<file path="src/rtl/rxq_pkg.sv">
package rxq_pkg;
   localparam int STAT_W  = 4;
   localparam int ST_PAR  = 0;
   localparam int ST_OVR  = 1;
   localparam int ST_FRM  = 2;
   localparam int ST_EOF  = 3;

   typedef logic [STAT_W-1:0] rx_stat_t;

   function automatic logic stat_is_special(rx_stat_t s, bit with_eof);
      logic r;
      r = s[ST_PAR] | s[ST_OVR] | s[ST_FRM];
      if (with_eof) r = r | s[ST_EOF];
      return r;
   endfunction
endpackage

</file>
<file path="src/rtl/rxq_ptrs.sv">
module rxq_ptrs #(
   parameter int DEPTH = 3
) (
   input  logic                          clk,
   input  logic                          rst_n,
   input  logic                          push,
   input  logic                          pop,
   output logic                          we,
   output logic [$clog2(DEPTH)-1:0]      waddr,
   output logic [$clog2(DEPTH)-1:0]      raddr,
   output logic [$clog2(DEPTH+1)-1:0]    count,
   output logic                          overrun
);
   localparam int AW = $clog2(DEPTH);
   localparam int CW = $clog2(DEPTH+1);
   localparam logic [AW-1:0] LAST = AW'(DEPTH-1);
   localparam logic [CW-1:0] FULL = CW'(DEPTH);

   if (DEPTH < 2) begin : g_bad_depth
      $error("rxq_ptrs: DEPTH must be at least 2");
   end

   logic [AW-1:0] wr_q, rd_q;
   logic          full_eff, push_ok;

   function automatic logic [AW-1:0] inc(logic [AW-1:0] p);
      return (p == LAST) ? '0 : p + AW'(1);
   endfunction

   function automatic logic [AW-1:0] dec(logic [AW-1:0] p);
      return (p == '0) ? LAST : p - AW'(1);
   endfunction

   always_comb begin
      full_eff = (count == FULL) && !pop;
      push_ok  = push && !full_eff;
      overrun  = push && full_eff;
      we       = push;
      waddr    = full_eff ? dec(wr_q) : wr_q;
      raddr    = rd_q;
   end

   always_ff @(posedge clk) begin
      if (!rst_n) begin
         wr_q  <= '0;
         rd_q  <= '0;
         count <= '0;
      end else begin
         if (pop)     rd_q <= inc(rd_q);
         if (push_ok) wr_q <= inc(wr_q);
         count <= count + CW'(push_ok) - CW'(pop);
      end
   end

   assert_count_bound_R8: assert property (@(posedge clk) disable iff (!rst_n)
      count <= FULL);
   assert_no_underflow_R8: assert property (@(posedge clk) disable iff (!rst_n)
      pop |-> count != '0);
   assert_overrun_keeps_count_R7: assert property (@(posedge clk) disable iff (!rst_n)
      overrun |=> count == FULL);
endmodule

</file>
<file path="src/rtl/rxq_mem.sv">
module rxq_mem #(
   parameter int W     = 8,
   parameter int DEPTH = 3
) (
   input  logic                     clk,
   input  logic                     we,
   input  logic [$clog2(DEPTH)-1:0] waddr,
   input  logic [W-1:0]             wdata,
   input  logic [$clog2(DEPTH)-1:0] raddr,
   output logic [W-1:0]             rdata
);
   logic [W-1:0] mem [DEPTH];

   always_ff @(posedge clk) begin
      for (int i = 0; i < DEPTH; i++) begin
         if (we && waddr == i[$clog2(DEPTH)-1:0]) mem[i] <= wdata;
      end
   end

   assign rdata = mem[raddr];
endmodule

</file>
<file path="src/rtl/rxq_lock.sv">
module rxq_lock #(
   parameter logic [3:0] LOCK_MASK = 4'b1010
) (
   input  logic       clk,
   input  logic       rst_n,
   input  logic [1:0] mode,
   input  logic       avail,
   input  logic       head_err,
   input  logic       rd,
   input  logic       err_rst,
   output logic       pop,
   output logic       locked,
   output logic       dma_req,
   output logic       spec_irq
);
   logic lock_q, lock_mode, hold, rd_ok;

   always_comb begin
      lock_mode = LOCK_MASK[mode];
      hold      = lock_mode && avail && head_err;
      rd_ok     = rd && avail && !lock_q && !err_rst;
      pop       = err_rst ? lock_q : (rd_ok && !hold);
      dma_req   = avail && !hold && !lock_q;
      spec_irq  = hold || lock_q;
      locked    = lock_q;
   end

   always_ff @(posedge clk) begin
      if (!rst_n)             lock_q <= 1'b0;
      else if (err_rst)       lock_q <= 1'b0;
      else if (rd_ok && hold) lock_q <= 1'b1;
   end

   assert_lock_persists_R4: assert property (@(posedge clk) disable iff (!rst_n)
      lock_q && !err_rst |=> lock_q);
   assert_unlock_after_reset_R5: assert property (@(posedge clk) disable iff (!rst_n)
      err_rst |=> !lock_q);
   assert_lock_needs_read_R4: assert property (@(posedge clk) disable iff (!rst_n)
      $rose(lock_q) |-> $past(rd));
endmodule

</file>
<file path="src/rtl/rxq_errlock.sv">
module rxq_errlock #(
   parameter int         DATA_W      = 8,
   parameter int         DEPTH       = 3,
   parameter logic [3:0] LOCK_MASK   = 4'b1010,
   parameter bit         EOF_SPECIAL = 1'b1
) (
   input  logic              clk,
   input  logic              rst_n,
   input  logic              push_i,
   input  logic [DATA_W-1:0] push_data_i,
   input  logic [3:0]        push_stat_i,
   input  logic              rd_i,
   input  logic [1:0]        mode_i,
   input  logic              err_reset_i,
   output logic [DATA_W-1:0] rd_data_o,
   output logic [3:0]        rd_stat_o,
   output logic              avail_o,
   output logic              dma_req_o,
   output logic              spec_irq_o
);
   import rxq_pkg::*;

   localparam int AW = $clog2(DEPTH);
   localparam int CW = $clog2(DEPTH+1);

   if (DATA_W < 1) begin : g_bad_width
      $error("rxq_errlock: DATA_W must be positive");
   end

   logic          we, overrun, pop, head_err, locked;
   logic [AW-1:0] waddr, raddr;
   logic [CW-1:0] count;
   rx_stat_t      stat_w, stat_r;

   rxq_ptrs #(.DEPTH(DEPTH)) u_ptrs (
      .clk(clk), .rst_n(rst_n), .push(push_i), .pop(pop),
      .we(we), .waddr(waddr), .raddr(raddr), .count(count), .overrun(overrun)
   );

   always_comb begin
      stat_w = push_stat_i;
      if (overrun) stat_w[ST_OVR] = 1'b1;
   end

   rxq_mem #(.W(DATA_W), .DEPTH(DEPTH)) u_data (
      .clk(clk), .we(we), .waddr(waddr), .wdata(push_data_i),
      .raddr(raddr), .rdata(rd_data_o)
   );

   rxq_mem #(.W(STAT_W), .DEPTH(DEPTH)) u_stat (
      .clk(clk), .we(we), .waddr(waddr), .wdata(stat_w),
      .raddr(raddr), .rdata(stat_r)
   );

   assign rd_stat_o = stat_r;
   assign avail_o   = (count != '0);

   if (EOF_SPECIAL) begin : g_eof_special
      assign head_err = stat_is_special(stat_r, 1'b1);
   end else begin : g_eof_plain
      assign head_err = stat_is_special(stat_r, 1'b0);
   end

   rxq_lock #(.LOCK_MASK(LOCK_MASK)) u_lock (
      .clk(clk), .rst_n(rst_n), .mode(mode_i), .avail(avail_o),
      .head_err(head_err), .rd(rd_i), .err_rst(err_reset_i),
      .pop(pop), .locked(locked), .dma_req(dma_req_o), .spec_irq(spec_irq_o)
   );

   assert_locked_head_frozen_R4: assert property (@(posedge clk) disable iff (!rst_n)
      locked && !err_reset_i |=> $stable(rd_data_o) && $stable(rd_stat_o));
   assert_dma_needs_data_R2: assert property (@(posedge clk) disable iff (!rst_n)
      dma_req_o |-> avail_o);
   assert_irq_blocks_dma_R3: assert property (@(posedge clk) disable iff (!rst_n)
      spec_irq_o |-> !dma_req_o);
   assert_reset_empty_R1: assert property (@(posedge clk)
      !rst_n |=> !avail_o && !spec_irq_o);
endmodule

</file>
<file path="config.mk">
export PLATFORM = sky130hd
export DESIGN_NAME = rxq_errlock
export DESIGN_NICKNAME = d
export VERILOG_FILES = /design/src/rtl/rxq_pkg.sv /design/src/rtl/rxq_ptrs.sv /design/src/rtl/rxq_mem.sv /design/src/rtl/rxq_lock.sv /design/src/rtl/rxq_errlock.sv
export SDC_FILE = /design/constraint.sdc
export NUM_CORES = 1
export LEC_CHECK = 0
export BUFFER_PORTS_ARGS = -buffer_cell sky130_fd_sc_hd__buf_2
export CAP_MARGIN = 40
export CELL_PAD_IN_SITES_DETAIL_PLACEMENT = 0
export CELL_PAD_IN_SITES_GLOBAL_PLACEMENT = 2
export CORE_ASPECT_RATIO = 1.2
export CORE_MARGIN = 1.5
export CORE_UTILIZATION = 40
export CTS_CLUSTER_SIZE = 40
export DETAILED_ROUTE_END_ITERATION = 8
export GPL_ROUTABILITY_DRIVEN = 1
export GPL_TIMING_DRIVEN = 0
export PLACE_DENSITY = 0.83
export SLEW_MARGIN = 20
export SYNTH_ARGS = -nofsm -noshare
export SYNTH_HDL_FRONTEND = slang
export SYNTH_SLANG_ARGS = --single-unit
export TNS_END_PERCENT = 30
</file>
<file path="constraint.sdc">
create_clock -name clk -period 8.6 [get_ports clk]
set_clock_uncertainty 0.2 [all_clocks]
set_input_delay 0.86 -clock clk [delete_from_list [all_inputs] [get_ports clk]]
set_output_delay 0.86 -clock clk [all_outputs]
set_load 0.03 [all_outputs]
</file>
==> out/summary.json <==
{
  "setup_path": {
    "critical_path_at_ps": 2240,
    "slowest_delay_ps": 410,
    "crit_family": "compound AO/OA/AOI/OAI gates",
    "timing.critical_path.required_ps": 7540,
    "critical_path_cell_count": 7,
    "reg2reg_setup_slack_ps": 5340,
    "end_kind": "output pin",
    "critical_path_class": "reg -> out",
    "cp_max_fo": 10,
    "cp_num_buf_inv": 2,
    "crit_path_cell_trace": "buf_6 -> mux2i_1 -> o21ai_0 -> o41a_1 -> or2_2 -> nor2b_1 -> buf_2",
    "master_of_the_slowest_instance_on_the_critical_path": "sky130_fd_sc_hd__dfxtp_1",
    "r2r-end": "u_ptrs.count[1]",
    "length_in_cells_of_the_worst_reg_to_reg_path": 11,
    "cp-start-kind": "flop"
  },
  "drt": {
    "post_route_drc_violation_count": 0,
    "drt-total-wl_um": 3496,
    "routed_antenna_nets": 0,
    "drt_wl_cell_um": 13.98,
    "viasPerCell": 5.000,
    "drt_pass1_iterations": 4,
    "initialDrtViolationCount": 60,
    "detailroute.via_count": 1250
  },
  "clock_tree": {
    "tritoncts": "done",
    "post_cts_hold_buffer_count": 0,
    "cts_buffers": 5,
    "cts_resized": 0,
    "htree_num_levels": 2,
    "tritoncts_num_sinks": 45,
    "cts.path.max_buffers": 2,
    "insertion_delay_ps": 290,
    "cts_setup_buffers": 0,
    "clock-root-buffer": "sky130_fd_sc_hd__clkbuf_8",
    "cts.reportedPaths.clkPinSlew_ps": 70
  },
  "sta": {
    "report.final.setup_viol": 0,
    "rsz0062_at_grt": "no",
    "tightestPinTransition_ps": 532.9,
    "layout_worst_path_cycle_share_pct": 38.39,
    "slew_headroom_pct": 63.77,
    "fin_hold_ws_ps": 306.9,
    "totalNegativeSetupSlack_ps": 0,
    "period_minus_slack_ps": 3302,
    "clock.fmax_mhz": 302.9,
    "finalMaxSlewViolations": 0,
    "finalHoldViolations": 0
  },
  "worst_hold_path": {
    "hold_path_startpoint": "u_ptrs.wr_q[1]",
    "worst_hold_path.endpoint": "u_ptrs.wr_q[1]",
    "hold_path.class": "reg -> reg",
    "hold_depth": 2
  },
  "pwr": {
    "finalPower_uw": 529.1,
    "cellLeakagePower_uw": 0.0008263,
    "max-vdd-ir-drop_mv": 0.1500,
    "cellPowerDensity_mw_per_mm2": 229.2
  },
  "status": {
    "run_status": "completed"
  },
  "logic_synthesis": {
    "ys_seq_elements": 45,
    "synth-seq-area-share_pct": 64.70,
    "yosys_warnings": 0,
    "syn-cell-area_mm2": 0.001949,
    "synthesis.instances": 149,
    "postSynthNetCount": 172,
    "synthesis.area_per_instance_um2": 13.08,
    "yosys.cell_types.count": 31
  },
  "global_routing": {
    "groute.layer.met2.usage_pct": 25.70,
    "antenna_found_initial": 0,
    "globalRoute.busiestLayer": "met2",
    "grt_start_max_net_pins": 14,
    "first_global_vias": 1211,
    "globalRouteTotalUtil_pct": 14.01,
    "grtUsageMet3_pct": 3.667,
    "gr-total-overflow": 0,
    "global_route.usage.met1_pct": 15.26,
    "grt_pass1_wl_um": 5492
  },
  "floorplan": {
    "floorplan.core_area_mm2": 0.004628,
    "pin_count": 34,
    "floorplan.die.height_um": 79.47,
    "floorplan.rows": 27,
    "chipWidth_um": 66.73,
    "die_footprint_mm2": 0.005303,
    "floorplan.initialDensity_pct": 42.12
  },
  "placement": {
    "dp.final_hpwl_um": 2663,
    "io_buffers": 32,
    "placed_cells_incl_taps": 242,
    "routabilityCongestion": 0.7558,
    "cell_area_after_placement_mm2": 0.002227
  },
  "final_layout": {
    "final_layout_size_suffix_gt1_share_pct": 26.56,
    "fin_cells": 250,
    "fin_nets": 214,
    "areaGrowthSynthToFinish_pct": 18.42,
    "antenna_cells": 0,
    "multiInputGateArea_um2": 651.9,
    "regArea_mm2": 0.001261,
    "final_cell_area_mm2": 0.002308,
    "n_fill_cell": 410
  },
  "flow_run": {
    "cap_viol_max_count": 0
  }
}
## stage by stage
stage          setup slack [ps]  utilization, %
2_1_floorplan              5150               -
3_3_place_gp               4888           47.15
3_5_place_dp               5325           48.12
4_1_cts                    5247           49.88
5_1_grt                    5142           49.88
6_report                   5298           49.88
## worst min-delay path, cell delays in order, from the launching register on
cell and delay [ps]:
sky130_fd_sc_hd__dfxtp_1 340, sky130_fd_sc_hd__nand2_1 70, sky130_fd_sc_hd__mux2i_1 50
## where the power goes
part	switching (uW)	total (uW)	internal [uW]	leakage, uW
combinational	91.7	141	49.5	0.000377
clock	62.6	117	54.6	0.0000430
sequential	9.79	271	261	0.000406
total	164	529	365	0.000826
## logic make-up (layout without fill, tap and decap cells)
family | Yosys count | count (layout) | share of synthesized area, %
adder cells (fa/ha/maj) | 4 | 4 | 2.567
AO/OA/AOI/OAI | 21 | 21 | 6.931
multiplexers | 21 | 21 | 10.78
buffers and inverters | 10 | 53 | 2.439
XOR/XNOR | 2 | 2 | 0.8988
flip-flops | 45 | 45 | 64.70
AND/OR/NAND/NOR | 46 | 46 | 11.68
## state kept, by name, indices dropped and copies added, names as in the netlist, named ones only
signal / flops
u_ptrs.count: 2
u_stat.mem: 12
u_lock.locked: 1
u_ptrs.raddr: 2
u_ptrs.wr_q: 2
u_data.mem: 24
## layout by cell type (no fill, tap or decap), types with 4 or more instances in the layout
cell type / count
sky130_fd_sc_hd__buf_2: 34
sky130_fd_sc_hd__buf_6: 4
sky130_fd_sc_hd__clkbuf_8: 5
sky130_fd_sc_hd__dfxtp_1: 9
sky130_fd_sc_hd__edfxtp_1: 36
sky130_fd_sc_hd__ha_1: 4
sky130_fd_sc_hd__inv_1: 4
sky130_fd_sc_hd__mux2i_1: 18
sky130_fd_sc_hd__nand2_1: 21
sky130_fd_sc_hd__nand3_1: 6
sky130_fd_sc_hd__o21ai_0: 11
## metal layers
layer / up-vias / wire length, um
li1: 632 / -
met1: 586 / 1427
met2: 28 / 1889
met3: 4 / 153
met4: 0 / 27
met5: - / 0
## cells in the mapped netlist
cell type / n / area share (%)
sky130_fd_sc_hd__edfxtp_1: 36 / 55
sky130_fd_sc_hd__mux2i_1: 21 / 11
sky130_fd_sc_hd__nand2_1: 21 / 4.0
sky130_fd_sc_hd__o21ai_0: 11 / 2.8
sky130_fd_sc_hd__dfxtp_1: 9 / 9.2
sky130_fd_sc_hd__nand3_1: 6 / 1.5
sky130_fd_sc_hd__ha_1: 4 / 2.6
sky130_fd_sc_hd__inv_1: 4 / 0.77
sky130_fd_sc_hd__clkbuf_1: 3 / 0.58
sky130_fd_sc_hd__nor2b_1: 3 / 0.96
sky130_fd_sc_hd__a31oi_1: 2 / 0.64
sky130_fd_sc_hd__and2_1: 2 / 0.64
sky130_fd_sc_hd__buf_2: 2 / 0.51
sky130_fd_sc_hd__nand3b_1: 2 / 0.77
sky130_fd_sc_hd__nor2_1: 2 / 0.39
sky130_fd_sc_hd__nor3_1: 2 / 0.51
sky130_fd_sc_hd__nor3b_1: 2 / 0.77
sky130_fd_sc_hd__or2_2: 2 / 0.64
sky130_fd_sc_hd__or4_1: 2 / 0.77
sky130_fd_sc_hd__xor2_1: 2 / 0.90
sky130_fd_sc_hd__a211oi_2: 1 / 0.64
sky130_fd_sc_hd__a21oi_1: 1 / 0.26
sky130_fd_sc_hd__a32oi_1: 1 / 0.45
sky130_fd_sc_hd__buf_6: 1 / 0.58
sky130_fd_sc_hd__nand2b_1: 1 / 0.32
sky130_fd_sc_hd__o2111ai_1: 1 / 0.45
sky130_fd_sc_hd__o21ai_1: 1 / 0.26
sky130_fd_sc_hd__o21ai_2: 1 / 0.45
sky130_fd_sc_hd__o31ai_1: 1 / 0.39
sky130_fd_sc_hd__o41a_1: 1 / 0.58
sky130_fd_sc_hd__or3_1: 1 / 0.32
## final cells by class
class                   count  area share, %
inverters                   4         0.6504
clock buffers               5          2.981
plain buffers               6          1.409
repair buffers             35          8.401
flip-flops and latches     45          54.63
multi-input cells          94          28.24
clock inverters             3         0.5420
well taps                  58          3.144
## worst max path at each step
stage / endpoint / slack (ps)
final: dma_req_o / 5300
after global routing: u_ptrs.count[1] / 5140
after CTS: dma_req_o / 5250
after detailed placement: u_data.mem[1][3] / 5320
after global placement: u_data.mem[1][3] / 4890
after floorplan: dma_req_o / 5150
Power figures use the tool's default switching activity.
